[config.mk]
export PLATFORM = sky130hd
export DESIGN_NAME = hostbus_sram_ctrl
export DESIGN_NICKNAME = d
export VERILOG_FILES = /design/src/rtl/hb_pkg.sv /design/src/rtl/hb_req_check.sv /design/src/rtl/hb_seq.sv /design/src/rtl/hb_dpath.sv /design/src/rtl/hostbus_sram_ctrl.sv
export SDC_FILE = /design/constraint.sdc
export NUM_CORES = 1
export LEC_CHECK = 0
export ABC_AREA = 1
export BUFFER_PORTS_ARGS = -buffer_cell sky130_fd_sc_hd__buf_2
export CAP_MARGIN = 25
export CORE_ASPECT_RATIO = 0.75
export CORE_MARGIN = 5
export CORE_UTILIZATION = 30
export CTS_CLUSTER_DIAMETER = 40
export DETAILED_ROUTE_END_ITERATION = 6
export PLACE_DENSITY = 0.58
export SETUP_SLACK_MARGIN = 0.15
export SKIP_LAST_GASP = 1
export SLEW_MARGIN = 20
export SYNTH_ARGS = -nofsm -noshare
export SYNTH_HDL_FRONTEND = slang
export SYNTH_SLANG_ARGS = --single-unit
[constraint.sdc]
create_clock -name clk -period 4 [get_ports clk]
set_clock_uncertainty 0.2 [all_clocks]
set_input_delay 0.2 -clock clk [delete_from_list [all_inputs] [get_ports clk]]
set_output_delay 0.2 -clock clk [all_outputs]
set_load 0.1 [all_outputs]
[src/rtl/hb_pkg.sv]
package hb_pkg;
  typedef enum logic [1:0] {
    ST_IDLE   = 2'd0,
    ST_SETUP  = 2'd1,
    ST_STROBE = 2'd2,
    ST_HOLD   = 2'd3
  } hb_state_e;
endpackage

[src/rtl/hb_req_check.sv]
// Decides whether a request must be refused: in a multi-lane bus a partial
// lane mask is only legal when byte selects are enabled.
module hb_req_check #(
  parameter int BE_W = 2
) (
  input  logic [BE_W-1:0] be,
  input  logic            bsel_en,
  output logic            refuse
);
  generate
    if (BE_W == 1) begin : g_narrow
      assign refuse = 1'b0;
    end else begin : g_wide
      assign refuse = !bsel_en && (be != {BE_W{1'b1}});
    end
  endgenerate
endmodule

[src/rtl/hb_seq.sv]
// Phase sequencer: setup, stretched strobe, hold. Wait count latched at start.
module hb_seq
  import hb_pkg::*;
#(
  parameter int WS_W = 4
) (
  input  logic            clk,
  input  logic            rst,
  input  logic            start,
  input  logic            start_wr,
  input  logic [WS_W-1:0] rd_ws,
  input  logic [WS_W-1:0] wr_ws,
  output hb_state_e       state,
  output logic            cs_n,
  output logic            rd_n,
  output logic            wr_n,
  output logic            cap_en,
  output logic            in_hold
);
  localparam int CNT_W = WS_W + 1;

  hb_state_e        state_q;
  logic             wr_q;
  logic [WS_W-1:0]  ws_q;
  logic [CNT_W-1:0] cnt_q;

  always_ff @(posedge clk) begin
    if (rst) begin
      state_q <= ST_IDLE;
      cs_n    <= 1'b1;
      rd_n    <= 1'b1;
      wr_n    <= 1'b1;
      wr_q    <= 1'b0;
      ws_q    <= '0;
      cnt_q   <= '0;
    end else begin
      case (state_q)
        ST_IDLE: begin
          if (start) begin
            state_q <= ST_SETUP;
            cs_n    <= 1'b0;
            wr_q    <= start_wr;
            ws_q    <= start_wr ? wr_ws : rd_ws;
          end
        end
        ST_SETUP: begin
          state_q <= ST_STROBE;
          cnt_q   <= {ws_q, 1'b1};   // 2*W+1 down to 0 -> 2+2W clocks
          if (wr_q) wr_n <= 1'b0;
          else      rd_n <= 1'b0;
        end
        ST_STROBE: begin
          if (cnt_q == '0) begin
            rd_n    <= 1'b1;
            wr_n    <= 1'b1;
            state_q <= ST_HOLD;
          end else begin
            cnt_q <= cnt_q - 1'b1;
          end
        end
        default: begin
          cs_n    <= 1'b1;
          state_q <= ST_IDLE;
        end
      endcase
    end
  end

  assign state   = state_q;
  assign cap_en  = (state_q == ST_STROBE) && (cnt_q == '0) && !wr_q;
  assign in_hold = (state_q == ST_HOLD);
endmodule

[src/rtl/hb_dpath.sv]
// Address, byte-select and data registers; they only change on load or capture.
module hb_dpath #(
  parameter int ADDR_W = 20,
  parameter int DATA_W = 16,
  parameter int BE_W   = DATA_W / 8
) (
  input  logic              clk,
  input  logic              rst,
  input  logic              load,
  input  logic              load_wr,
  input  logic [ADDR_W-1:0] addr,
  input  logic [DATA_W-1:0] wdata,
  input  logic [BE_W-1:0]   be,
  input  logic              bsel_en,
  input  logic              cap_en,
  input  logic              in_hold,
  input  logic [DATA_W-1:0] dq_i,
  output logic [ADDR_W-1:0] bus_addr,
  output logic [BE_W-1:0]   bus_bs_n,
  output logic [DATA_W-1:0] dq_o,
  output logic              dq_oe,
  output logic [DATA_W-1:0] rd_data
);
  always_ff @(posedge clk) begin
    if (rst) begin
      bus_addr <= '0;
      dq_o     <= '0;
      dq_oe    <= 1'b0;
      rd_data  <= '0;
    end else begin
      if (load) begin
        bus_addr <= addr;
        if (load_wr) begin
          dq_o  <= wdata;
          dq_oe <= 1'b1;
        end
      end else if (in_hold) begin
        dq_oe <= 1'b0;
      end
      if (cap_en) rd_data <= dq_i;
    end
  end

  generate
    if (BE_W > 1) begin : g_bsel
      always_ff @(posedge clk) begin
        if (rst)       bus_bs_n <= '1;
        else if (load) bus_bs_n <= bsel_en ? ~be : '0;
      end
    end else begin : g_nobsel
      always_ff @(posedge clk) begin
        if (rst)       bus_bs_n <= '1;
        else if (load) bus_bs_n <= '0;
      end
    end
  endgenerate
endmodule

[src/rtl/hostbus_sram_ctrl.sv]
// Asynchronous parallel memory host with separate address and data buses.
// DATA_W must be 8 or 16.
module hostbus_sram_ctrl
  import hb_pkg::*;
#(
  parameter int ADDR_W = 20,
  parameter int DATA_W = 16,
  parameter int WS_W   = 4,
  localparam int BE_W  = DATA_W / 8
) (
  input  logic              clk,
  input  logic              rst,
  input  logic [WS_W-1:0]   cfg_rd_ws,
  input  logic [WS_W-1:0]   cfg_wr_ws,
  input  logic              cfg_bsel_en,
  input  logic              req_valid,
  input  logic              req_write,
  input  logic [ADDR_W-1:0] req_addr,
  input  logic [DATA_W-1:0] req_wdata,
  input  logic [BE_W-1:0]   req_be,
  output logic              busy,
  output logic              done,
  output logic              err,
  output logic [DATA_W-1:0] rd_data,
  output logic              bus_cs_n,
  output logic              bus_rd_n,
  output logic              bus_wr_n,
  output logic [ADDR_W-1:0] bus_addr,
  output logic [BE_W-1:0]   bus_bs_n,
  output logic [DATA_W-1:0] bus_dq_o,
  output logic              bus_dq_oe,
  input  logic [DATA_W-1:0] bus_dq_i
);
  hb_state_e state;
  logic      refuse, accept, start, reject, cap_en, in_hold;

  assign busy   = (state != ST_IDLE);
  assign accept = req_valid && !busy;
  assign start  = accept && !refuse;
  assign reject = accept && refuse;

  hb_req_check #(.BE_W(BE_W)) u_check (
    .be      (req_be),
    .bsel_en (cfg_bsel_en),
    .refuse  (refuse)
  );

  hb_seq #(.WS_W(WS_W)) u_seq (
    .clk      (clk),
    .rst      (rst),
    .start    (start),
    .start_wr (req_write),
    .rd_ws    (cfg_rd_ws),
    .wr_ws    (cfg_wr_ws),
    .state    (state),
    .cs_n     (bus_cs_n),
    .rd_n     (bus_rd_n),
    .wr_n     (bus_wr_n),
    .cap_en   (cap_en),
    .in_hold  (in_hold)
  );

  hb_dpath #(.ADDR_W(ADDR_W), .DATA_W(DATA_W), .BE_W(BE_W)) u_dpath (
    .clk      (clk),
    .rst      (rst),
    .load     (start),
    .load_wr  (req_write),
    .addr     (req_addr),
    .wdata    (req_wdata),
    .be       (req_be),
    .bsel_en  (cfg_bsel_en),
    .cap_en   (cap_en),
    .in_hold  (in_hold),
    .dq_i     (bus_dq_i),
    .bus_addr (bus_addr),
    .bus_bs_n (bus_bs_n),
    .dq_o     (bus_dq_o),
    .dq_oe    (bus_dq_oe),
    .rd_data  (rd_data)
  );

  always_ff @(posedge clk) begin
    if (rst) begin
      done <= 1'b0;
      err  <= 1'b0;
    end else begin
      done <= in_hold || reject;
      err  <= reject;
    end
  end
endmodule

# Word level (Yosys, flattened, before mapping)
# Cells that the tools add are included.
dict set report word_totals {
  register_bits 72
  in_bits 67
  output_inout_bits 61
  wordCells 69
}
dict set report classes {
  addsub 1
  eq_ne 10
  muxes 17
  bitwise_logic 2
  n_reduce_logical 25
}
# cell count
set ops {}
lappend ops {{2-bit inequality test (second input constant)} 6}
lappend ops {{2-bit AND reduction} 6}
lappend ops {{5-bit case mux with 2 select lines} 1}
lappend ops {{1-bit 2-to-1 mux} 7}
lappend ops {{1-bit logical AND} 6}
lappend ops {{2-bit 2-to-1 mux} 3}
lappend ops {{1-bit case mux with 2 select lines} 3}
lappend ops {{2-bit case mux with 3 select lines} 1}
lappend ops {{3-bit AND reduction} 2}
lappend ops {{2-bit nonzero test} 3}
lappend ops {{5-bit zero test} 1}
lappend ops {{5-bit 2-to-1 mux} 1}
lappend ops {{5-bit by 1-bit subtractor with 5-bit output (second input constant)} 1}
lappend ops {{2-bit == test (second input constant)} 2}
lappend ops {{1-bit zero test} 4}
lappend ops {{4-bit 2-to-1 mux} 1}
lappend ops {{2-bit by 1-bit == test with 1-bit output (second input constant)} 1}
lappend ops {{2-bit zero test} 1}
lappend ops {{2-bit by 1-bit inequality test with 1-bit output (second input constant)} 1}
lappend ops {{2-bit NOT} 1}
lappend ops {{2-bit OR reduction} 1}
lappend ops {{1-bit logical OR} 1}
lappend ops {{1-bit NOT} 1}

# Longest topological paths before layout
# Gate-level depths: netlist (run 1).
dict set report depth {
  depth_word 6
  depth_mapped 10
}

# Modules after synthesis
# From an unflattened synthesis (run 1), not the netlist that was laid out.
dict set report unflattened {
  hier_cells 405
  area_unflattened_um2 2935.3
}
# module n_inst cells_per_inst area_per_inst_um2 seq_area_each_um2
set by_module_without_submodules {}
lappend by_module_without_submodules {hb_dpath 1 273 2009.4 1101.1}
lappend by_module_without_submodules {hb_seq 1 118 832.0 300.3}
lappend by_module_without_submodules {hostbus_sram_ctrl 1 13 85.1 40.0}
lappend by_module_without_submodules {hb_req_check 1 1 8.8 0.0}

# Worst setup path after synthesis (run 1)
# OpenSTA, ideal clock, no wires.
dict set report synth_timing {
  path_type {register to output}
  start {register u_seq.state_q[0] (netlist: u_seq.state[0])}
  end {output port busy}
  t_arrival_ns 1.268
  required_ns 3.600
  path_slack_ns 2.332
  stages_incl_launch_ff 4
  path_cell_list {dfxtp_1 -> inv_1 -> ha_1 -> inv_1}
}
dict set report synth_between {
  elab_chain_len 1
}
# item line_no
set synth_rtl {}
lappend synth_rtl {{start: declaration} hb_seq.sv:22} ;# hb_state_e state_q;
lappend synth_rtl {{start signal: assignment} hb_seq.sv:29} ;# state_q <= ST_IDLE;
lappend synth_rtl {{start signal: assignment} hb_seq.sv:40} ;# state_q <= ST_SETUP;
lappend synth_rtl {{start signal: assignment} hb_seq.sv:47} ;# state_q <= ST_STROBE;
lappend synth_rtl {{2-bit nonzero test} hostbus_sram_ctrl.sv:37} ;# assign busy = (state != ST_IDLE);
lappend synth_rtl {{end: declaration} hostbus_sram_ctrl.sv:21} ;# output logic busy,
# Every way passes these cells.

# Worst setup path in the final report (run 1)
dict set report layout_timing {
  start {register u_seq.state_q[0] (netlist: u_seq.state[0])}
  end {register u_dpath.dq_o[0]}
}
dict set report layout_between {
  elab_chain_len 5
}
# item line_no
set layout_rtl {}
lappend layout_rtl {{2-bit nonzero test} hostbus_sram_ctrl.sv:37}
lappend layout_rtl {{1-bit zero test} hostbus_sram_ctrl.sv:38} ;# assign accept = req_valid && !busy;
lappend layout_rtl {{1-bit logical AND} hostbus_sram_ctrl.sv:38}
lappend layout_rtl {{1-bit logical AND} hostbus_sram_ctrl.sv:39} ;# assign start = accept && !refuse;
lappend layout_rtl {{2-bit AND reduction (no source line)} --}
lappend layout_rtl {{end signal: assignment} hb_dpath.sv:34} ;# dq_o <= wdata;
lappend layout_rtl {{end: declaration} hb_dpath.sv:20} ;# output logic [DATA_W-1:0] dq_o,
# Every way passes these cells.
# A chain may end at the register's enable or synchronous reset.

==> impl_results.md, run 1 <==
- Initial antenna violation count: 0
- Slew headroom: between 60% and 70%
- # setup viols final: 0
- Setup TNS: 0 ns
- Clk buf depth: 2
- Post-synth EDFFs: 0
- Post-synthesis register bit count: 72
- LEAKAGE: 2.12 nW
- Total of max-cap violations: 0
- Core Region: ~9600 sq um
- Synth async-reset ratio: 0%
- DPL Wire Length: 5.49 mm
- TritonCTS clock tree: built
- CTS Buf Count: 9
- Clk pin slew, worst setup/hold paths: 0.06 ns
- Initial drt markers: 133
- Slew Viols, Final: 0
- Pint: 1.69 mW
- # H-tree levels: 3
- Antenna-violating nets left: 0
- Share of cells above drive strength 1: 30.3%
- First-pass GRT wire length: 13.5 mm
- Synth Warn #: 0
- Chip Height: 95.6 um
- Synthesized net count: 435
- Worst Path Max Fanout: 46
- Worst setup EP type: flop
- Commonest register cell after synthesis: dfxtp_1
- Vias: 3,016
- Std-Cell Rows: 31
- Required @ worst endpoint: between 3 and 4 ns
- Logic gate share of total power: about 49%
- Worst-skew pair later-pin latency: 0.32 ns
- First-pass DRT Iterations: 4
- Final Non-Filler Cells: 680
- F_max: 447 MHz
- PwrDens: roughly 750 nW/um^2
- Die area: 11,900 sq um
- Total track usage: 14.4%
- Utilization after layout: between 40% and 50%
- Die X: 124 um
- Sw Ratio: 50.2%
- Seq/Total Area, Yosys: 49.1%
- Outcome: finished, final reports clean
- Worst slew pin tran: 0.509 ns
- GP Congestion: between 0.7 and 0.8
- Starting density of the core: 30.5%
- RSZ-0062 raised after global routing: no
- Yosys top cell area share: 49.1%
- Total grt overflow: 0
- Setup CP Type: reg2reg
- Clk sinks: 72
- Reg2Reg Setup Slack: 1.77 ns
- Number of global-route vias before repair: around 2,900
- Mapped Area: approximately 2900 sq um
- CP startpoint kind: flop
- VDD IR-drop max: 0.000348 V
- Final hold vios: 0
- Nets: slightly above 600
- Antenna cell count: 0
- Hold slack: ~0.009 ns
- IO Port Bufs: 127
- Period utilization: a little under three fifths
- Post-synth top cells: 72 x dfxtp_1, 72 x nor2_1, 40 x nand2_1
- Vias per std cell: 4.44
- Worst min path class: in2reg
- Sequential power share: 28.1%
- Avg Cell Area, Syn: 8.10 sq um
- Synth-to-Final Area Change: 54.1%
- DRC Markers: 0
- Switching Power: 1.70 mW
- Leading area contributor after synthesis: dfxtp_1
- Dpl cells: 602
- Largest cells by area after synthesis: dfxtp_1 49%, nor2_1 9.2%, o21ai_0 6.1%, nand2_1 5.1%, a21oi_1 4.9%
- CP max stage delay: 0.40 ns
- Syn Inst Count: between 300 and 400
- IO Pins: roughly 130
- Total wire length: ~8.4 mm
- Pin count of the biggest net entering global routing: 49
- DR WL/cell: about 12 um
- Crit-path cells: inv_1 > ha_1 > nand2_1 > inv_2 > nand2_4 > inv_4 > nand2_4 > nand2_1 > a21oi_1
- Clock share of power: 23.3%
- CP arrival: 2.22 ns
- Synth unique cells: 31
- Root buffer cell: clkbuf_16
- Tmin final: 2.23 ns
- Worst path slowest cell: inv_4
- Setup Buffers After CTS: 0
## power by group through the flow
stage | sequential [mW] | combinational [mW] | clock [mW]
5_1_grt | 0.972 | 1.76 | 0.845
4_1_cts | 0.955 | 1.66 | 0.809
2_1_floorplan | 1.78 | 0.561 | 0
3_3_place_gp | 0.966 | 1.59 | 0
6_report | 0.954 | 1.65 | 0.790
3_5_place_dp | 0.968 | 1.60 | 0
## sequential cells by signal, indices dropped and copies added (netlist names)
register and flops:
u_seq.ws_q 4, u_dpath.rd_data 16, u_seq.cs_n 1, u_seq.wr_q 1
u_seq.wr_n 1, u_seq.state 2, u_dpath.bus_bs_n 2, u_seq.rd_n 1
u_seq.cnt_q 5, u_dpath.dq_o 16, u_dpath.dq_oe 1, done 1
u_dpath.bus_addr 20, err 1
## path summary, 6_finish.rpt
| kind | startpoint | end | cells past startpoint |
|---|---|---|---|
| max | u_seq.state[0] | u_dpath.dq_o[0] | 9 |
| min | cfg_bsel_en | err | 4 |
| max reg2reg | u_seq.state[0] | u_dpath.dq_o[0] | 9 |
| min reg2reg | u_dpath.dq_o[14] | u_dpath.dq_o[14] | 2 |
## worst max-delay path: cells and delay by family, from the launching register on
kind,cells,cell delay [ns]
AO/OA/AOI/OAI,1,0.06
buffers and inverters,3,0.60
adder cells (fa/ha/maj),1,0.25
flip-flops,1,0.34
AND/OR/NAND/NOR,4,0.63
## layout make-up
cell class / instances / area (sq um)
multi-input cells: 252 / 1280
well taps: 132 / 165
clock buffers: 10 / 229
repair buffers: 190 / 1260
flip-flops and latches: 72 / 1440
clock inverters: 6 / 68.8
inverters: 18 / 75.1
fillers: 963 / 5100
## cells by family (layout without fill, tap and decap cells)
logic type      after synthesis  count (layout)  share of synthesized area, %
fa+ha+maj                     6               6                          2.56
mux                           4               4                          1.37
simple gates                162             162                          25.5
flops                        72              72                          49.1
buf+inv                      38             224                          7.34
compound gates               80              80                          14.1
## layout by cell type, fill, tap and decap left out, drive strengths merged
master	count
o21ai	47
inv	19
clkinvlp	1
dlygate4sd3	62
mux2i	4
bufinv	1
nand2	43
ha	6
clkbuf	10
clkinv	3
a21oi	30
buf	128
dfxtp	72
nand4	3
o311ai	2
nand3	28
or2	3
nor2	85
o21bai	1
## what timing repair did
item,4_1_cts,5_1_grt
hold buffers,62,0
endpoints found under the setup margin,0,0
resized for setup,0,0
hold endpoints to repair,58,0
## stage by stage
step | setup WS (ns) | total power [mW] | area, sq um
after detailed placement | 1.74 | 2.57 | 3600
final | 1.77 | 3.39 | 4520
after CTS | 1.73 | 3.42 | 4520
after floorplan | 2.33 | 2.34 | 2930
after global routing | 1.52 | 3.58 | 4520
after global placement | 1.85 | 2.56 | 3600
## per-layer routing
layer / global-route usage [%] / up-vias / share of wire [%] / wire [um]
li1: - / 1546 / - / -
met1: 18.1 / 1356 / 46 / 3830
met2: 23.4 / 102 / 45 / 3820
met3: 4.80 / 12 / 7.4 / 621
met4: 4.56 / 0 / 1.5 / 123
met5: 0 / - / 0 / 0
(Power assumes the default switching activity.)
==> run 2: changes to the inputs <==
==> constraint.sdc (replaced) <==
create_clock -name clk -period 2.2 [get_ports clk]
set_clock_uncertainty 0.2 [all_clocks]
set_input_delay 0.11 -clock clk [delete_from_list [all_inputs] [get_ports clk]]
set_output_delay 0.11 -clock clk [all_outputs]
set_load 0.1 [all_outputs]
==> run 2 against run 1 <==
- sequential power up 81%
- cell count up 0.59%
- setup slack worse by 1.4 ns
- non-clock buffer count up 4
- flip-flop and latch count unchanged
- global-route usage up 0.28 points
- combinational power up 85%
- total power up 87%
- final area up 2.0%
- count of clock-buffer cells in the layout up 1
- fmax up 20%
- sequential share of layout area down 0.61 points
- critical path type unchanged
- largest cell class unchanged
==> impl_results.md, run 2 (synthesis gave the netlist of run 1 again) <==
- Total wire length: 8.54 mm (was 8.40 mm)
- # H-tree levels: 3 (unchanged)
- Clk buf depth: 2 (unchanged)
- CP startpoint kind: flop (unchanged)
- Starting density of the core: 30.5% (unchanged)
- # setup viols final: 0 (unchanged)
- Biggest register: u_dpath.bus_addr (unchanged)
- Hold slack: 0.0272 ns (was 0.00923 ns)
- Core Region: 9620 sq um (unchanged)
- Setup CP Type: reg2reg (unchanged)
- Clk pin slew, worst setup/hold paths: 0.06 ns (about the same)
- Worst setup EP type: flop (unchanged)
- Sequential power share: 27.3% (was 28.1%)
- CP Capture Point: u_dpath.dq_oe (was u_dpath.dq_o[0])
- Sw Ratio: 48.9% (was 50.2%)
- Initial drt markers: 142 (was 133)
- IO Pins: 128 (unchanged)
- Root buffer cell: clkbuf_16 (unchanged)
- Switching Power: 3.10 mW (was 1.70 mW)
- Vias per std cell: 4.37 (was 4.44)
- First-pass DRT Iterations: 4 (unchanged)
- Worst-skew pair later-pin latency: 0.33 ns (was 0.32 ns)
- Chip Height: 95.6 um (unchanged)
- Worst R2R Start: u_seq.state[0] (unchanged)
- DPL Wire Length: 5.45 mm (was 5.49 mm)
- Slew headroom: 66.5% (was 66.3%)
- Worst slew pin tran: 0.503 ns (was 0.509 ns)
- Setup Buffers After CTS: 0 (unchanged)
- Clock share of power: 24.7% (was 23.3%)
- First-pass GRT wire length: 13.5 mm (about the same)
- Vias: 2,992 (was 3,016)
- LEAKAGE: 2.15 nW (was 2.12 nW)
- GP Congestion: 0.744 (was 0.773)
- Total of max-cap violations: 0 (unchanged)
- Slew Viols, Final: 0 (unchanged)
- Die area: 11,900 sq um (unchanged)
- DR WL/cell: 12.5 um (was 12.4 um)
- RSZ-0062 raised after global routing: no (unchanged)
- CP arrival: 1.86 ns (was 2.22 ns)
- Pint: 3.24 mW (was 1.69 mW)
- Pin count of the biggest net entering global routing: 49 (unchanged)
- Place WS: 0.0971 ns (was 1.74 ns)
- Most frequent cells in the layout: 127 x buf_2, 72 x nor2_1, 72 x dfxtp_1 (unchanged)
- Synth-to-Final Area Change: 57.1% (was 54.1%)
- Die X: 124 um (unchanged)
- Total grt overflow: 0 (unchanged)
- Logic gate share of total power: 48.0% (was 48.6%)
- Final hold vios: 0 (unchanged)
- PwrDens: 1380 nW/um^2 (was 750 nW/um^2)
- R2r endpoint: u_dpath.dq_oe (was u_dpath.dq_o[0])
- CTS Buf Count: 9 (unchanged)
- Period utilization: 84.5% (was 55.9%)
- Required @ worst endpoint: 2.20 ns (was 3.99 ns)
- F_max: 538 MHz (was 447 MHz)
- VDD IR-drop max: 0.000731 V (was 0.000348 V)
- Fillers: 962 (was 963)
- Std-Cell Rows: 31 (unchanged)
- Utilization after layout: 47.9% (was 47.0%)
- Worst Setup SP: u_seq.state[0] (unchanged)
- Max FFs per register: 20 (unchanged)
- TritonCTS clock tree: built (unchanged)
- Outcome: finished, final reports clean (unchanged)
- Tmin final: 1.86 ns (was 2.23 ns)
- Largest registers: u_dpath.bus_addr x20, u_dpath.dq_o x16, u_dpath.rd_data x16 (unchanged)
- Reg2reg path depth: 8 (was 9)
- Reg2Reg Setup Slack: 0.34 ns (was 1.77 ns)
- Sequential Area: 1440 sq um (unchanged)
- Worst Path Max Fanout: 46 (unchanged)
- Share of cells above drive strength 1: 30.6% (was 30.3%)
- Worst min path class: in2reg (unchanged)
- Total track usage: 14.7% (was 14.4%)
- Multi-input logic area: 1290 sq um (was 1280 sq um)
- Setup TNS: 0 ns (unchanged)
- Number of global-route vias before repair: 2,990 (was 2,909)
- Final WS setup: 0.341 ns (was 1.77 ns)
- IO Port Bufs: 127 (unchanged)
- Antenna cell count: 0 (unchanged)
- Clk sinks: 72 (unchanged)
- DRC Markers: 0 (unchanged)
- Nets: 620 (was 616)
- Initial antenna violation count: 0 (unchanged)
- Most common cell after layout, fill and taps aside: buf_2 (unchanged)
- Antenna-violating nets left: 0 (unchanged)
[run 2: cell type report]
cell class | count | share of cell area [%]
clock buffer | 11 | 5.27
clock inverter | 5 | 1.74
inverter | 18 | 1.85
multi-input combinational | 252 | 27.9
sequential | 72 | 31.3
tap | 132 | 3.58
timing repair buffer | 194 | 28.3
[run 2: repair_timing]
action	CTS	global route
resized for setup	1	6
endpoints found under the setup margin	16	21
hold buffers	64	0
endpoints found under the hold margin	60	0
[run 2: worst min path at each step]
stage | start | slack [ns] | endpoint | cells after the start
final | rst | 0.03 | u_seq.cnt_q[4] | 2
after global routing | rst | 0.06 | u_dpath.dq_oe | 2
after CTS | rst | 0.02 | u_seq.cnt_q[4] | 2
after detailed placement | bus_dq_i[1] | 0.14 | u_dpath.rd_data[1] | 3
after global placement | bus_dq_i[1] | 0.13 | u_dpath.rd_data[1] | 3
after floorplan | bus_dq_i[5] | 0.04 | u_dpath.rd_data[5] | 2
[run 2: per-layer routing]
layer	wire, um	track usage, %
met1	3790	17.2
met2	3930	24.2
met3	701	5.34
met4	123	6.29
met5	0	0
[run 2: power by group through the flow]
stage | Combinational [mW] | Clock, mW | Sequential [mW]
final | 3.05 | 1.56 | 1.73
after global routing | 3.27 | 1.65 | 1.77
after CTS | 3.04 | 1.61 | 1.73
after detailed placement | 2.94 | 0 | 1.76
after global placement | 2.92 | 0 | 1.75
after floorplan | 1.02 | 0 | 3.23
[run 2: worst max-delay path: stages, from the launching register on]
cell	delay, ns
dfxtp_1	0.38
inv_1	0.10
ha_2	0.22
nand2_1	0.11
inv_2	0.06
nand2_4	0.11
clkinv_8	0.17
o21ai_0	0.28
a21oi_2	0.07
[run 2: per-stage QoR]
step	area [sq um]	instances	power (mW)
after floorplan	2930	362	4.25
after global placement	3620	604	4.67
after detailed placement	3620	604	4.70
after CTS	4580	684	6.38
after global routing	4610	684	6.68
final	4610	684	6.34
